===== config.mk =====
export PLATFORM = sky130hd
export DESIGN_NAME = cke_pd_ctrl
export DESIGN_NICKNAME = d
export VERILOG_FILES = /design/src/rtl/cke_pd_pkg.sv /design/src/rtl/cke_pd_exit_sel.sv /design/src/rtl/cke_pd_exit_timer.sv /design/src/rtl/cke_pd_ctrl.sv
export SDC_FILE = /design/constraint.sdc
export NUM_CORES = 1
export LEC_CHECK = 0
export ABC_AREA = 1
export BUFFER_PORTS_ARGS = -buffer_cell sky130_fd_sc_hd__buf_2
export CORE_UTILIZATION = 45
export DETAILED_ROUTE_END_ITERATION = 8
export GPL_ROUTABILITY_DRIVEN = 0
export HOLD_SLACK_MARGIN = 0.02
export MAX_ROUTING_LAYER = met4
export PLACE_DENSITY_LB_ADDON = 0.3
export SLEW_MARGIN = 30
export SYNTH_ARGS = -nofsm -noshare
export SYNTH_HDL_FRONTEND = slang
export SYNTH_SLANG_ARGS = --single-unit

===== constraint.sdc =====
create_clock -name clk_i -period 2.1 [get_ports clk_i]
set_input_delay 0.42 -clock clk_i [delete_from_list [all_inputs] [get_ports clk_i]]
set_output_delay 0.42 -clock clk_i [all_outputs]
set_load 0.02 [all_outputs]

===== src/rtl/cke_pd_pkg.sv =====
package cke_pd_pkg;
  typedef enum logic [2:0] {
    ST_ACTIVE,
    ST_PD_ENTER,
    ST_PD,
    ST_PD_EXIT,
    ST_SR,
    ST_SR_EXIT
  } pd_state_e;
endpackage


===== src/rtl/cke_pd_exit_sel.sv =====
module cke_pd_exit_sel #(
  parameter int PD_W  = 4,
  parameter int SR_W  = 8,
  parameter int CNT_W = 8
) (
  input  logic             clk_i,
  input  logic             rst_ni,
  input  logic             capture_i,
  input  logic             bank_open_i,
  input  logic             sel_sr_i,
  input  logic [PD_W-1:0]  act_exit_i,
  input  logic [PD_W-1:0]  pre_exit_i,
  input  logic [SR_W-1:0]  sr_exit_i,
  output logic [CNT_W-1:0] val_o
);
  logic             active_pd_q;
  logic [CNT_W-1:0] act_ext, pre_ext, sr_ext;

  assign act_ext = CNT_W'(act_exit_i);
  assign pre_ext = CNT_W'(pre_exit_i);
  assign sr_ext  = CNT_W'(sr_exit_i);

  // power-down kind is fixed at the edge CKE falls
  always_ff @(posedge clk_i or negedge rst_ni) begin
    if (!rst_ni)        active_pd_q <= 1'b0;
    else if (capture_i) active_pd_q <= bank_open_i;
  end

  always_comb begin
    if (sel_sr_i)         val_o = sr_ext;
    else if (active_pd_q) val_o = act_ext;
    else                  val_o = pre_ext;
  end
endmodule


===== src/rtl/cke_pd_exit_timer.sv =====
module cke_pd_exit_timer #(
  parameter int CNT_W = 8
) (
  input  logic             clk_i,
  input  logic             rst_ni,
  input  logic             load_i,
  input  logic [CNT_W-1:0] val_i,
  output logic             last_o
);
  logic [CNT_W-1:0] cnt_q;

  always_ff @(posedge clk_i or negedge rst_ni) begin
    if (!rst_ni)             cnt_q <= '0;
    else if (load_i)         cnt_q <= (val_i == '0) ? CNT_W'(1) : val_i;
    else if (cnt_q != '0)    cnt_q <= cnt_q - CNT_W'(1);
  end

  assign last_o = (cnt_q == CNT_W'(1));

  a_r5_load_nonzero: assert property (@(posedge clk_i) disable iff (!rst_ni)
    load_i |=> (cnt_q != '0));
endmodule


===== src/rtl/cke_pd_ctrl.sv =====
module cke_pd_ctrl
  import cke_pd_pkg::*;
#(
  parameter int PD_W = 4,
  parameter int SR_W = 8
) (
  input  logic            clk_i,
  input  logic            rst_ni,
  input  logic            dyn_pd_en_i,
  input  logic            sr_en_i,
  input  logic            sleep_req_i,
  input  logic            acc_pend_i,
  input  logic            ref_pend_i,
  input  logic            bank_open_i,
  input  logic [PD_W-1:0] act_exit_i,
  input  logic [PD_W-1:0] pre_exit_i,
  input  logic [SR_W-1:0] sr_exit_i,
  output logic            cke_o,
  output logic            nop_o,
  output logic            ready_o
);
  localparam int CNT_W = (SR_W > PD_W) ? SR_W : PD_W;

  pd_state_e        state_q, state_d;
  logic             sleep_mode_q, sleep_mode_d;
  logic             idle, wake, load, last;
  logic [CNT_W-1:0] exit_val;

  assign idle = !acc_pend_i && !ref_pend_i;
  assign wake = sleep_mode_q ? !sleep_req_i : (!dyn_pd_en_i || !idle);

  always_comb begin
    state_d      = state_q;
    sleep_mode_d = sleep_mode_q;
    unique case (state_q)
      ST_ACTIVE: begin
        if (sleep_req_i && !acc_pend_i) begin
          state_d      = sr_en_i ? ST_SR : ST_PD;
          sleep_mode_d = 1'b1;
        end else if (dyn_pd_en_i && idle) begin
          state_d = ST_PD_ENTER;
        end
      end
      ST_PD_ENTER: begin
        if (dyn_pd_en_i && idle) begin
          state_d      = ST_PD;
          sleep_mode_d = 1'b0;
        end else begin
          state_d = ST_ACTIVE;
        end
      end
      ST_PD:      if (wake)         state_d = ST_PD_EXIT;
      ST_PD_EXIT: if (last)         state_d = ST_ACTIVE;
      ST_SR:      if (!sleep_req_i) state_d = ST_SR_EXIT;
      ST_SR_EXIT: if (last)         state_d = ST_ACTIVE;
      default:                      state_d = ST_ACTIVE;
    endcase
  end

  always_ff @(posedge clk_i or negedge rst_ni) begin
    if (!rst_ni) begin
      state_q      <= ST_ACTIVE;
      sleep_mode_q <= 1'b0;
    end else begin
      state_q      <= state_d;
      sleep_mode_q <= sleep_mode_d;
    end
  end

  assign load = ((state_q == ST_PD) && (state_d == ST_PD_EXIT)) ||
                ((state_q == ST_SR) && (state_d == ST_SR_EXIT));

  cke_pd_exit_sel #(.PD_W(PD_W), .SR_W(SR_W), .CNT_W(CNT_W)) i_exit_sel (
    .clk_i       (clk_i),
    .rst_ni      (rst_ni),
    .capture_i   ((state_d == ST_PD) && (state_q != ST_PD)),
    .bank_open_i (bank_open_i),
    .sel_sr_i    (state_q == ST_SR),
    .act_exit_i  (act_exit_i),
    .pre_exit_i  (pre_exit_i),
    .sr_exit_i   (sr_exit_i),
    .val_o       (exit_val)
  );

  cke_pd_exit_timer #(.CNT_W(CNT_W)) i_exit_timer (
    .clk_i  (clk_i),
    .rst_ni (rst_ni),
    .load_i (load),
    .val_i  (exit_val),
    .last_o (last)
  );

  assign cke_o   = !((state_q == ST_PD) || (state_q == ST_SR));
  assign ready_o = (state_q == ST_ACTIVE) || (state_q == ST_PD_ENTER);
  assign nop_o   = !ready_o;

  a_r10_nop_when_low: assert property (@(posedge clk_i) disable iff (!rst_ni)
    !cke_o |-> (nop_o && !ready_o));
  a_r10_ready_clean: assert property (@(posedge clk_i) disable iff (!rst_ni)
    ready_o |-> (cke_o && !nop_o));
  a_r5_rise_gap: assert property (@(posedge clk_i) disable iff (!rst_ni)
    $rose(cke_o) |-> !ready_o);
  a_r2_fall_needs_idle: assert property (@(posedge clk_i) disable iff (!rst_ni)
    $fell(cke_o) |-> $past(!acc_pend_i));
  a_r7_sr_needs_en: assert property (@(posedge clk_i) disable iff (!rst_ni)
    ((state_q == ST_SR) && ($past(state_q) != ST_SR)) |-> $past(sr_en_i));
endmodule


==> Word-level counts from Yosys, hierarchy flattened <==
Cells that the tools add are included.
{ "op_classes": {"addsub": 1, "n_eq_ne": 12, "mux": 17, "n_reduce_logical": 24} }
{ "op_table": {"columns": ["cell", "n"], "rows": [
  ["two-way mux 8 bit", 4],
  ["two-way mux 3 bit", 6],
  ["case mux 3 bit (5 select lines)", 1],
  ["== test 3 x 2 -> 1 bit, second input constant", 4],
  ["== test 3 bit, second input constant", 3],
  ["== test 8 x 1 -> 1 bit, second input constant", 1],
  ["logical NOT 8 bit", 1],
  ["nonzero test 8 bit", 1],
  ["subtractor 8 x 1 -> 8 bit, second input constant", 1],
  ["logical NOT 1 bit", 7],
  ["logical AND 1 bit", 6],
  ["logical OR 1 bit", 4],
  ["two-way mux 4 bit", 1],
  ["inequality test 2 bit, second input constant", 2],
  ["nonzero test 2 bit", 2],
  ["== test 3 x 1 -> 1 bit, second input constant", 1],
  ["logical NOT 3 bit", 1],
  ["two-way mux 1 bit", 3],
  ["inequality test 3 x 2 -> 1 bit, second input constant", 1],
  ["AND reduction 3 bit", 1],
  ["two-way mux 2 bit", 1],
  ["case mux 1 bit (2 select lines)", 1],
  ["OR reduction 2 bit", 1]
]} }
{ "word_totals": {"reg_bits": 13, "output_inout_bits": 3, "elab_cells": 58} }

==> Logic depth before layout (Yosys ltp) <==
Gate-level depths: netlist of the first run.
{ "depth": {"ltp_word": 11, "ltp_mapped": 11} }

==> Hierarchy <==
From an unflattened synthesis of the first run, not the netlist that was laid out.
{ "hier_totals": {"cells_unflattened": 180, "hier_area_um2": 1128.6} }
{ "by_module_without_submodules": {"columns": ["module", "n_inst", "cells_each", "area_each_um2", "seq_area_each_um2"], "rows": [
  ["cke_pd_exit_timer", 1, 85, 616.8, 200.2],
  ["cke_pd_ctrl", 1, 53, 322.8, 100.1],
  ["cke_pd_exit_sel", 1, 42, 188.9, 25.0]
]} }

==> Worst setup path before layout of the first run <==
Ideal clock, no wire load.
{ "synth_path": {"path_kind": "reg2reg", "from": "reg i_exit_timer.cnt_q[0]", "to": "reg i_exit_timer.cnt_q[1]", "arrival_ps": 1337, "t_required_ps": 2032, "path_slack_ps": 695, "path_stages_with_launch": 9, "n_path_buf": 0, "synth_period_minus_slack_ps": 1405, "path_cell_list": "dfrtp_1 -> inv_1 -> ha_1 -> nand3_1 -> nor3_4 -> inv_2 -> nor2_1 -> nand2_1 -> nand3_1"} }
{ "synth_via": {"elab_chain_cells": 7, "elab_cells_between_ends": 13} }
{ "synth_lines": {"columns": ["item", "line_no", "text"], "rows": [
  ["from (decl)", "cke_pd_exit_timer.sv:10", "logic [CNT_W-1:0] cnt_q;"],
  ["from (signal assigned)", "cke_pd_exit_timer.sv:14", "else if (load_i) cnt_q <= (val_i == '0) ? CNT_W'(1) : val_i;"],
  ["from (signal assigned)", "cke_pd_exit_timer.sv:15", "else if (cnt_q != '0) cnt_q <= cnt_q - CNT_W'(1);"],
  ["== test 8 x 1 -> 1 bit", "cke_pd_exit_timer.sv:18", "assign last_o = (cnt_q == CNT_W'(1));"],
  ["two-way mux 3 bit", "cke_pd_ctrl.sv:53, cke_pd_ctrl.sv:55", null],
  ["case mux 3 bit (5 select lines)", "cke_pd_ctrl.sv:35", "unique case (state_q)"],
  ["== test 3 x 2 -> 1 bit / == test 3 bit (equally long branches)", "cke_pd_ctrl.sv:70, cke_pd_ctrl.sv:71", null],
  ["logical AND 1 bit (on tied branches)", "cke_pd_ctrl.sv:70, cke_pd_ctrl.sv:71", null],
  ["logical OR 1 bit", "cke_pd_ctrl.sv:70", "assign load = ((state_q == ST_PD) && (state_d == ST_PD_EXIT)) ||"],
  ["two-way mux 8 bit / nonzero test 2 bit (equally long branches)", null, null]
]} }
Parallel ways exist; a longest one is shown, timed or not. The select of a mux whose other input is x is not followed.
A chain may end at the register's enable or synchronous reset.

==> Worst setup path in the final report of the first run <==
{ "layout_path": {"from": "reg state_q[2]", "to": "out cke_o"} }
{ "layout_via": {"elab_chain_cells": 3, "elab_cells_between_ends": 4} }
{ "layout_lines": {"columns": ["item", "line_no", "text"], "rows": [
  ["from (decl)", "cke_pd_ctrl.sv:24", "pd_state_e state_q, state_d;"],
  ["from (signal assigned)", "cke_pd_ctrl.sv:65", "state_q <= state_d;"],
  ["== test 3 x 2 -> 1 bit / == test 3 bit (equally long branches)", "cke_pd_ctrl.sv:93", "assign cke_o = !((state_q == ST_PD) || (state_q == ST_SR));"],
  ["logical OR 1 bit (*)", "cke_pd_ctrl.sv:93", null],
  ["logical NOT 1 bit (*)", "cke_pd_ctrl.sv:93", null],
  ["to (decl)", "cke_pd_ctrl.sv:18", "output logic cke_o,"]
]} }
Mark *: on every way between the ends. The rest lies on a longest branch, timed or not.

==> results of run 1 <==
[synth_stat cells]
library cell,count
nand2_4,1
o211ai_1,1
a21o_1,1
buf_6,1
inv_2,4
inv_1,26
o21ai_0,9
nand4_1,3
dfrtp_1,13
nand3_2,3
or2_2,1
nor3_4,1
nor2_2,1
nand3_1,14
ha_1,2
a21oi_1,8
o21ai_1,1
nand2_1,38
nand2_2,4
nor3_1,2
xor2_1,4
nor2_1,18
o21a_1,1
[sequential cells by signal, indices dropped and copies added (netlist names)]
name and cells:
i_exit_timer.cnt_q 8, sleep_mode_q 1, state_q 3, i_exit_sel.active_pd_q 1
[area by class of cell]
cell class                 count  area [um^2]
clock inverter                 1         5.00
sequential                    13          325
multi-input combinational    113          577
timing repair buffer          27          140
tap                           27         33.8
inverter                      30          113
fill                         225          826
clock buffer                   3         22.5
[per-stage QoR]
step	util (%)	setup WS, ns
floorplan	-	0.695
global placement	57.7	0.580
detailed placement	57.7	0.545
CTS	59.6	0.517
global route	59.6	0.335
finish	59.6	0.522
[worst reg2reg max path, cell delays in order (launching register included)]
cell     delay, ns
dfrtp_1       0.41
inv_1         0.11
ha_1          0.19
nand3_1       0.18
nor3_4        0.24
inv_2         0.10
nor2_1        0.15
nand2_1       0.06
nand3_1       0.07
[report_power, final]
part | internal [mW] | switching [mW] | total [mW]
Combinational | 0.364 | 0.649 | 1.01
Sequential | 0.372 | 0.115 | 0.487
Clock | 0.0708 | 0.0941 | 0.165
[kinds of logic (layout without fill, tap and decap cells)]
family	Yosys count	after routing	share of synthesized area [%]
adder cells (fa/ha/maj)	2	2	2.44
XOR/XNOR	4	4	3.41
AND/OR/NAND/NOR	86	86	39.4
AO/OA/AOI/OAI	21	21	11.0
flip-flops	13	13	31.7
buffers and inverters	31	61	12.1
[per-layer routing]
| layer | global-route usage, % | vias to the layer above | part of all wire (%) |
|---|---|---|---|
| met2 | 34.9 | 22 | 46 |
| met5 | - | - | 0 |
| li1 | - | 556 | - |
| met1 | 29.0 | 472 | 49 |
| met3 | 2.78 | 4 | 3.4 |
| met4 | 7.14 | 0 | 1.2 |
[final timing paths]
path / end / depth (start not counted)
min in group asynchronous: i_exit_timer.cnt_q[5] / 2
max in group asynchronous: i_exit_timer.cnt_q[1] / 2
worst min-delay path: i_exit_sel.active_pd_q / 3
worst min register to register: sleep_mode_q / 1
worst max-delay path: cke_o / 4
worst max register to register: i_exit_timer.cnt_q[1] / 8
==> metrics.md, run 1 <==
| Metric | Value |
|---|---|
| Status | `finished, final reports clean` |
| Hold Worst Slack | `about 0.36 ns` |
| Hold Fails Final Rpt | `0` |
| Actual transition at the worst max-transition pin | `between 0.3 and 0.4 ns` |
| Power per cell area | `1370 nW/um^2` |
| Largest net degree at the start of global routing | `14` |
| Number of synthesized register bits | `13` |
| Worst Hold Class | `in -> reg` |
| Most common cell after layout, fill and taps aside | `nand2_1` |
| Antenna Cells | `0` |
| Setup crit start kind | `register` |
| Reg-to-reg setup timing slack | `roughly 0.53 ns` |
| Vias in the first global route | `~980` |
| Max stage delay on crit path | `between 0.4 and 0.5 ns` |
| Avg WL per Cell | `approximately 10 um` |
| Avg Inst Size Synth | `6.53 um^2` |
| Proportion of layout cells with a drive suffix above 1 | `about a quarter` |
| First-pass GRT wire length | `approximately 4.0 mm` |
| Final setup viols | `0` |
| HPWL Detailed | `around 1.9 mm` |
| Non-filler instance count after layout | `214` |
| Critical path class | `reg -> out` |
| # hold bufs at CTS | `1` |
| Tcrit/Tclk final | `between 70% and 80%` |
| FMAX | `634 MHz` |
| Final Power | `between 1.5 and 2 mW` |
| Starting Density | `about half` |
| Die Wd | `~50 um` |
| CP required | `1.68 ns` |
| Slew margin rel. | `slightly below 80%` |
| Initial antenna violation count | `0` |
| Crit path launch | `state_q[2]` |
| Synthesized area | `between 1000 and 1500 um^2` |
| CP max FO | `6` |
| Post-synth top area share | `a little under a third` |
| DP Area | `around 1200 um^2` |
| Netlist cell types | `23` |
| DP Cell Count | `209` |
| Area leader, netlist | `dfrtp_1` |
| Final net count | `214` |
| Slowest cell on crit path | `dfrtp_1` |
| Mapped Cells | `approximately 160` |
| Fin Clk Skew | `between 0.007 and 0.008 ns` |
| Clock transition at path regs | `about 0.090 ns` |
| TritonCTS clock tree | `done` |
| Design Area, Final | `between 1000 and 1500 um^2` |
| Worst EP arrival | `about 1.2 ns` |
| Min-delay src | `bank_open_i` |
| Die area | `around 2500 um^2` |
| Port Buf Inserts | `26` |
| Die Y | `49.8 um` |
| Area delta synth->final | `18.5%` |
| Leak | `0.678 nW` |
| CTS Buffer Depth | `2` |
| Rows | `16` |
| DRC viols | `0` |
| Crit path cell chain | `inv_2 -> nand2_4 -> nand3_1 -> buf_2` |
| Routed vias | `between 1000 and 1500` |
| Syn. warnings | `0` |
| Core area | `roughly 2000 um^2` |
| Crit path buffers/inverters | `2` |
| Delay-heaviest family, CP | `flip-flops` |
| Leading cell types by total area after synthesis | `dfrtp_1, nand2_1, inv_1, nand3_1, nor2_1` |
| Post-CTS resize count | `0` |
| Global Route Usage Sum | `22.0%` |
| TritonRoute pass-1 iters | `4` |
| Syn nets | `183` |
| Unrepaired setup endpoints after global routing | `no` |
| Worst vdd ir | `about 0.79 mV` |
| Clock sinks | `13` |
| Worst r2r src | `i_exit_timer.cnt_q[0]` |
| H-tree levels | `1` |
| Setup total negative slack | `0 ns` |
| Detailed Route WL | `about 2.2 mm` |
| Most frequent cells in the layout | `nand2_1, inv_1, buf_2` |
| CTS root buffer | `clkbuf_4` |
| Seq/Total Area, Yosys | `a little under a third` |
| Min cycle time layout | `1.58 ns` |
| Cts bufs inserted | `3` |
| Latest clock arrival within the worst-skew pair | `~0.29 ns` |
| Top Ports | `27` |
| Fin. max-slew vios | `0` |
| Max Cap Viol | `0` |
| Gr ovfl total | `0` |
| Post-CTS setup buffers | `0` |
| Setup crit end kind | `output port` |
| Final ANT Viol Nets | `0` |
| DR vias/cell | `roughly 5` |
| Initial drt markers | `23` |
No activity file was read; power rests on OpenSTA's default activity.
==> run 2, diff against run 1 <==
--- a/config.mk
+++ b/config.mk
@@ -5,7 +5,7 @@
 export SDC_FILE = /design/constraint.sdc
 export NUM_CORES = 1
 export LEC_CHECK = 0
-export ABC_AREA = 1
+export ABC_AREA = 0
 export BUFFER_PORTS_ARGS = -buffer_cell sky130_fd_sc_hd__buf_2
 export CORE_UTILIZATION = 45
 export DETAILED_ROUTE_END_ITERATION = 8
==> constraint.sdc (replaced) <==
create_clock -name clk_i -period 1.45 [get_ports clk_i]
set_input_delay 0.29 -clock clk_i [delete_from_list [all_inputs] [get_ports clk_i]]
set_output_delay 0.29 -clock clk_i [all_outputs]
set_load 0.02 [all_outputs]
==> run 2 against run 1 <==
Compared with the run above:
- largest power group unchanged
- sequential share of layout area shrank 9.1 points
- the flow now finishes with violations (setup timing)
- combinational power rose to 3.2 times the previous value
- flip-flop and latch count stayed put
- synthesized cell count fell by 27%
- non-clock buffer count rose by 47
==> metrics.md, run 2 <==
| Metric | Value |
|---|---|
| Status | `finished with violations` |
| Failing checks | `setup timing` |
| M3 GR Usage | `under 10%` |
| Async SR Flop Fraction | `between 90% and 100%` |
| Clock transition at path regs | `around 0.1 ns` |
| Detailed Route WL | `around 4.2 mm` |
| Setup crit end kind | `register` |
| Setup total negative slack | `-2.14 ns` |
| Port Buf Inserts | `26` |
| Core area | `about 2200 um^2` |
| Setup crit start kind | `register` |
| Netlist cell types | `between 40 and 50` |
| Max stage delay on crit path | `0.43 ns` |
| Avg Inst Size Synth | `just over 9 um^2` |
| DP Area | `between 1000 and 1500 um^2` |
| Die Wd | `between 50 and 60 um` |
| Slew margin rel. | `between 70% and 80%` |
| Most frequent cells in the layout | `buf_4, buf_2, buf_6` |
| Worst vdd ir | `around 1.6 mV` |
| Synthesized area | `1050 um^2` |
| Slowest cell on crit path | `dfrtp_1` |
| Antenna Cells | `0` |
| Seq/Total Area, Yosys | `a little under a third` |
| Die Y | `50.4 um` |
| Min cycle time layout | `~1.9 ns` |
| Unrepaired setup endpoints after global routing | `yes` |
| DRC viols | `0` |
| Clock sinks | `13` |
| Final ANT Viol Nets | `0` |
| Worst Hold Class | `in -> reg` |
| Latest clock arrival within the worst-skew pair | `around 0.3 ns` |
| TritonRoute pass-1 iters | `4` |
| Largest net degree at the start of global routing | `14` |
| Fin Clk Skew | `about 0.0077 ns` |
| Met2 Use GR | `53.6%` |
| Post-Place Worst Slack | `-0.302 ns` |
| Largest regs | `i_exit_timer.cnt_q (8), state_q (3)` |
| Hold Fails Final Rpt | `0` |
| Max reg flops | `8` |
| Gr busiest metal | `met2` |
| Met1 Usage GRT | `~32%` |
| TritonCTS clock tree | `done` |
| First-pass GRT wire length | `around 5.4 mm` |
| Die area | `2540 um^2` |
| Routed vias | `1286` |
| Post-synth EDFFs | `0` |
| Fin. max-slew vios | `0` |
| Area delta synth->final | `76.7%` |
| Initial drt markers | `39` |
| Initial antenna violation count | `0` |
| Worst EP arrival | `~2 ns` |
| H-tree levels | `1` |
| Crit path cell chain | `nor4_4 -> a31o_2 -> o211ai_1 -> nor3_2 -> mux2_4` |
| Final setup viols | `13` |
| Design Area, Final | `approximately 1900 um^2` |
| Critical path class | `reg -> reg` |
| HPWL Detailed | `2.17 mm` |
| DR vias/cell | `5.95` |
| Final Power | `between 4 and 5 mW` |
| Avg WL per Cell | `just under 20 um` |
| Starting Density | `between 40% and 50%` |
| Leak | `roughly 0.85 nW` |
| Top reg by flops | `i_exit_timer.cnt_q` |
| Top Ports | `27` |
| Rows | `17` |
| Syn. warnings | `0` |
| Tcrit/Tclk final | `128%` |
| FMAX | `538 MHz` |
| Global Route Usage Sum | `a little under a third` |
| Number of synthesized register bits | `13` |
| CP max FO | `4` |
| Hold Worst Slack | `0.231 ns` |
| Max Cap Viol | `0` |
| Cts bufs inserted | `3` |
| Setup slack after layout | `-0.409 ns` |
| Final net count | `215` |
| Power per cell area | `2300 nW/um^2` |
| Proportion of layout cells with a drive suffix above 1 | `62.8%` |
| Mapped Cells | `approximately 120` |
| Syn nets | `between 100 and 150` |
| Top post-synthesis cells by count | `mux2i_1, nand2_1, dfrtp_1` |
| CTS root buffer | `clkbuf_4` |
| Post-synth top area share | `30.9%` |
| Most common cell after layout, fill and taps aside | `buf_4` |
| Leading cell types by total area after synthesis | `dfrtp_1, mux2i_1, nand2_1, nor3_1, nor2_1` |
| Area leader, netlist | `dfrtp_1` |
| CP required | `around 1.6 ns` |
| Synth Flop Type | `dfrtp_1` |
| Vias in the first global route | `1200` |
| Actual transition at the worst max-transition pin | `roughly 0.40 ns` |
| CTS Buffer Depth | `2` |
| Gr ovfl total | `0` |
==> run 2: cell count changes after synthesis, sizes merged, moves of 3 or more <==
cell	before	now
buf	1	4
nor3b	0	5
inv	30	6
a21oi	8	4
nor2	19	8
mux2i	0	15
nand2	43	15
nor3	3	7
nand3	17	1
o21ai	10	4
==> run 2: final cells by class <==
type,count,area (um^2)
multi-input cells,91,863
fillers,128,353
inverters,6,25.0
well taps,28,35.0
repair buffers,74,582
flip-flops and latches,13,328
clock buffers,4,26.3
==> run 2: final timing paths <==
kind | start | to | slack (ns) | depth (start not counted)
max reg2reg | i_exit_timer.cnt_q[7] | i_exit_sel.active_pd_q | -0.41 | 5
min in group asynchronous | rst_ni | i_exit_timer.cnt_q[4] | 0.42 | 2
max in group asynchronous | rst_ni | state_q[1] | 0.74 | 2
max | i_exit_timer.cnt_q[7] | i_exit_sel.active_pd_q | -0.41 | 5
min reg2reg | sleep_mode_q | sleep_mode_q | 0.66 | 2
min | sr_exit_i[6] | i_exit_timer.cnt_q[6] | 0.23 | 3
==> run 2: cells by family (layout without fill, tap and decap cells) <==
family,after synthesis,after routing,share of synthesized area [%]
muxes,16,16,15.7
DFF,13,13,30.9
adders and majority gates,2,2,2.38
xor gates and xnor gates,5,5,4.16
buffers and inverters,11,84,5.71
and+or+nand+nor,47,47,26.8
AOI/OAI and AO/OA,21,21,14.4
==> run 2: metrics by stage <==
stage          instances  util [%]
2_1_floorplan        115         -
3_3_place_gp         195      64.8
3_5_place_dp         195      64.8
4_1_cts              211      78.1
5_1_grt              216      84.0
6_report             216      84.0
==> run 2: power by group <==
| part | internal [mW] | total (mW) | leakage, nW | switching (mW) |
|---|---|---|---|---|
| combinational | 1.76 | 3.26 | 0.675 | 1.50 |
| clock | 0.107 | 0.256 | 0.0150 | 0.148 |
| sequential | 0.528 | 0.752 | 0.157 | 0.224 |
==> run 2: layer usage <==
metal | part of all wire [%] | wire [um]
met5 | 0 | 0
met4 | 3.9 | 161
met3 | 5.0 | 210
met2 | 52 | 2160
met1 | 39 | 1640
==> run 2: worst max-delay path: cells and delay by family (launching register included) <==
kind | cells | cell delay [ns]
AND/OR/NAND/NOR | 2 | 0.64
flip-flops | 1 | 0.43
AO/OA/AOI/OAI | 2 | 0.36
multiplexers | 1 | 0.31
==> run 2: what timing repair did <==
action                                 4_1_cts  5_1_grt
setup buffers                               13       10
endpoints found under the hold margin       13        0
hold buffers                                 1        0
gates resized for setup                     39       24
setup endpoints to repair                   12       14
pin swaps                                   13       16
==> run 3, diff against run 2 <==
--- a/config.mk
+++ b/config.mk
@@ -12,7 +12,7 @@
 export GPL_ROUTABILITY_DRIVEN = 0
 export HOLD_SLACK_MARGIN = 0.02
 export MAX_ROUTING_LAYER = met4
-export PLACE_DENSITY_LB_ADDON = 0.3
+export PLACE_DENSITY = 0.72
 export SLEW_MARGIN = 30
 export SYNTH_ARGS = -nofsm -noshare
 export SYNTH_HDL_FRONTEND = slang
==> run 3 against run 2 <==
Compared with the run above:
- the run still ends with setup timing left
- first-iteration DRC count is 46% lower
- sequential share of layout area increased by 1.5 points
- clock power fell by 3%
- cell area down 7.9%
- register-to-register slack better by 0.11 ns
- critical path type unchanged
- critical endpoint unchanged
- highest routed layer unchanged
==> metrics.md, run 3 (same netlist as run 2, synthesis figures left out) <==
| Metric | Value |
|---|---|
| Antenna Cells | `0` |
| Worst r2r src | `state_q[0]` |
| Leak | `between 0.7 and 0.8 nW` |
| Vias in the first global route | `between 1000 and 1500` |
| Routed vias | `~1200` |
| Top Ports | `27` |
| First-pass GRT wire length | `5.46 mm` |
| Latest clock arrival within the worst-skew pair | `around 0.29 ns` |
| DR vias/cell | `between 5 and 6` |
| Largest net degree at the start of global routing | `14` |
| RR Endpoint | `i_exit_sel.active_pd_q` |
| Detailed Route WL | `3.47 mm` |
| Tcrit/Tclk final | `120%` |
| Avg WL per Cell | `between 15 and 20 um` |
| Die Y | `50.4 um` |
| Clock transition at path regs | `about 0.090 ns` |
| Slew margin rel. | `between 70% and 80%` |
| Max Cap Viol | `0` |
| Comb pwr share | `about three quarters` |
| Clk pwr share | `about 6.6%` |
| Worst vdd ir | `roughly 1.4 mV` |
| Final Util | `77.4%` |
| Die Wd | `50.4 um` |
| CTS root buffer | `clkbuf_4` |
| Reg-to-reg setup timing slack | `-0.29 ns` |
| CP max FO | `5` |
| Final setup viols | `12` |
| Status | `finished with violations` |
| TritonCTS clock tree | `done` |
| HPWL Detailed | `roughly 2.1 mm` |
| Most common cell after layout, fill and taps aside | `buf_4` |
| Clock sinks | `13` |
| Port Buf Inserts | `26` |
| Top reg by flops | `i_exit_timer.cnt_q` |
| Global Route Usage Sum | `30.2%` |
| Actual transition at the worst max-transition pin | `~0.30 ns` |
| Worst Hold Class | `in -> reg` |
| Setup crit end kind | `register` |
| Power per cell area | `2190 nW/um^2` |
| Initial drt markers | `21` |
| Sw Ratio | `between 40% and 50%` |
| Min-delay src | `bank_open_i` |
| Total net switching power | `~1.6 mW` |
| Unrepaired setup endpoints after global routing | `yes` |
| Largest regs | `i_exit_timer.cnt_q (8), state_q (3)` |
| Internal | `around 2.1 mW` |
| Hold Fails Final Rpt | `0` |
| Worst EP arrival | `slightly below 2 ns` |
| DRC viols | `0` |
| Max reg flops | `8` |
| Final ANT Viol Nets | `0` |
| Initial antenna violation count | `0` |
| TritonRoute pass-1 iters | `4` |
| Die area | `2540 um^2` |
| CP required | `about 1.6 ns` |
| Non-filler instance count after layout | `between 200 and 250` |
| Rows | `17` |
| Cts bufs inserted | `3` |
| Fin Clk Skew | `roughly 0.0014 ns` |
| Min cycle time layout | `1.74 ns` |
| Sequential power share | `19.1%` |
| Proportion of layout cells with a drive suffix above 1 | `between 50% and 60%` |
| Most frequent cells in the layout | `buf_4, buf_2, mux2i_1` |
| Setup crit start kind | `register` |
| Crit path launch | `state_q[0]` |
| Hold Path Stages | `2` |
| Starting Density | `between 40% and 50%` |
| Setup slack after layout | `-0.295 ns` |
| Final Power | `around 3.7 mW` |
| Reg2reg path depth | `5` |
| Fin. max-slew vios | `0` |
| Critical path class | `reg -> reg` |
| Worst Hold End | `i_exit_sel.active_pd_q` |
| Gr ovfl total | `0` |
| FMAX | `573 MHz` |
| H-tree levels | `1` |
| Area delta synth->final | `62.7%` |
| Final net count | `slightly above 200` |
| DP Cell Count | `roughly 190` |
| CTS Buffer Depth | `2` |
| Fillcell total | `149` |
| Core area | `approximately 2200 um^2` |
| Failing checks | `setup timing` |
run 3: changes by cell type in the layout (fill, tap and decap cells not counted), sizes merged:
cell and change:
buf -9
run 3: metrics by stage:
| step | worst slack [ns] | setup TNS, ns | cell area, um^2 | hold slack (ns) |
|---|---|---|---|---|
| after floorplan | -0.211 | -0.297 | 1060 | -0.00559 |
| after global placement | -0.370 | -1.91 | 1410 | 0.193 |
| after detailed placement | -0.375 | -2.37 | 1410 | 0.194 |
| after CTS | -0.249 | -0.729 | 1650 | 0.235 |
| after global routing | -0.425 | -2.01 | 1710 | 0.230 |
| final | -0.295 | -1.05 | 1710 | 0.231 |
run 3: final cells by class:
cell class              instances  area, um^2  share of cell area, %
multi-input cells              91         817                   47.7
repair buffers                 65         483                   28.2
flip-flops and latches         13         328                   19.2
well taps                      28        35.0                   2.05
clock buffers                   4        26.3                   1.54
inverters                       6        22.5                   1.32
run 3: power groups by stage:
stage	Combinational, mW	Sequential [mW]	Clock (mW)
finish	2.78	0.717	0.249
global route	3.00	0.732	0.266
CTS	2.50	0.697	0.241
detailed placement	1.92	0.717	0
global placement	1.87	0.707	0
floorplan	1.25	0.678	0
run 3: worst max-delay path by stage:
stage / endpoint / slack (ns) / cells after the start
after detailed placement: i_exit_sel.active_pd_q / -0.37 / 5
after global placement: i_exit_sel.active_pd_q / -0.37 / 5
final: i_exit_sel.active_pd_q / -0.29 / 5
after global routing: i_exit_sel.active_pd_q / -0.43 / 5
after floorplan: i_exit_sel.active_pd_q / -0.21 / 5
after CTS: i_exit_sel.active_pd_q / -0.25 / 5
run 3: worst max-delay path, cell delays in order, from the launching register on:
cell and delay, ns:
dfrtp_2 0.48, nor4bb_4 0.38, a211oi_1 0.09, a221oi_1 0.30
nor3_2 0.09, mux2_4 0.30
run 3: routing by layer:
| layer | part of all wire (%) | vias to the layer above | track usage (%) |
|---|---|---|---|
| met2 | 54 | 39 | 54.2 |
| li1 | - | 551 | - |
| met3 | 2.9 | 14 | 3.64 |
| met1 | 39 | 588 | 31.7 |
| met5 | 0 | - | - |
| met4 | 4.1 | 0 | 17.1 |
run 3: repair_timing:
action                                  in CTS  in global routing
buffers inserted                            10                  2
endpoints found under the hold margin       13                  0
gates resized for setup                     30                 18
endpoints found under the setup margin      12                 14
hold buffers                                 1                  0
pin swaps                                    7                 11
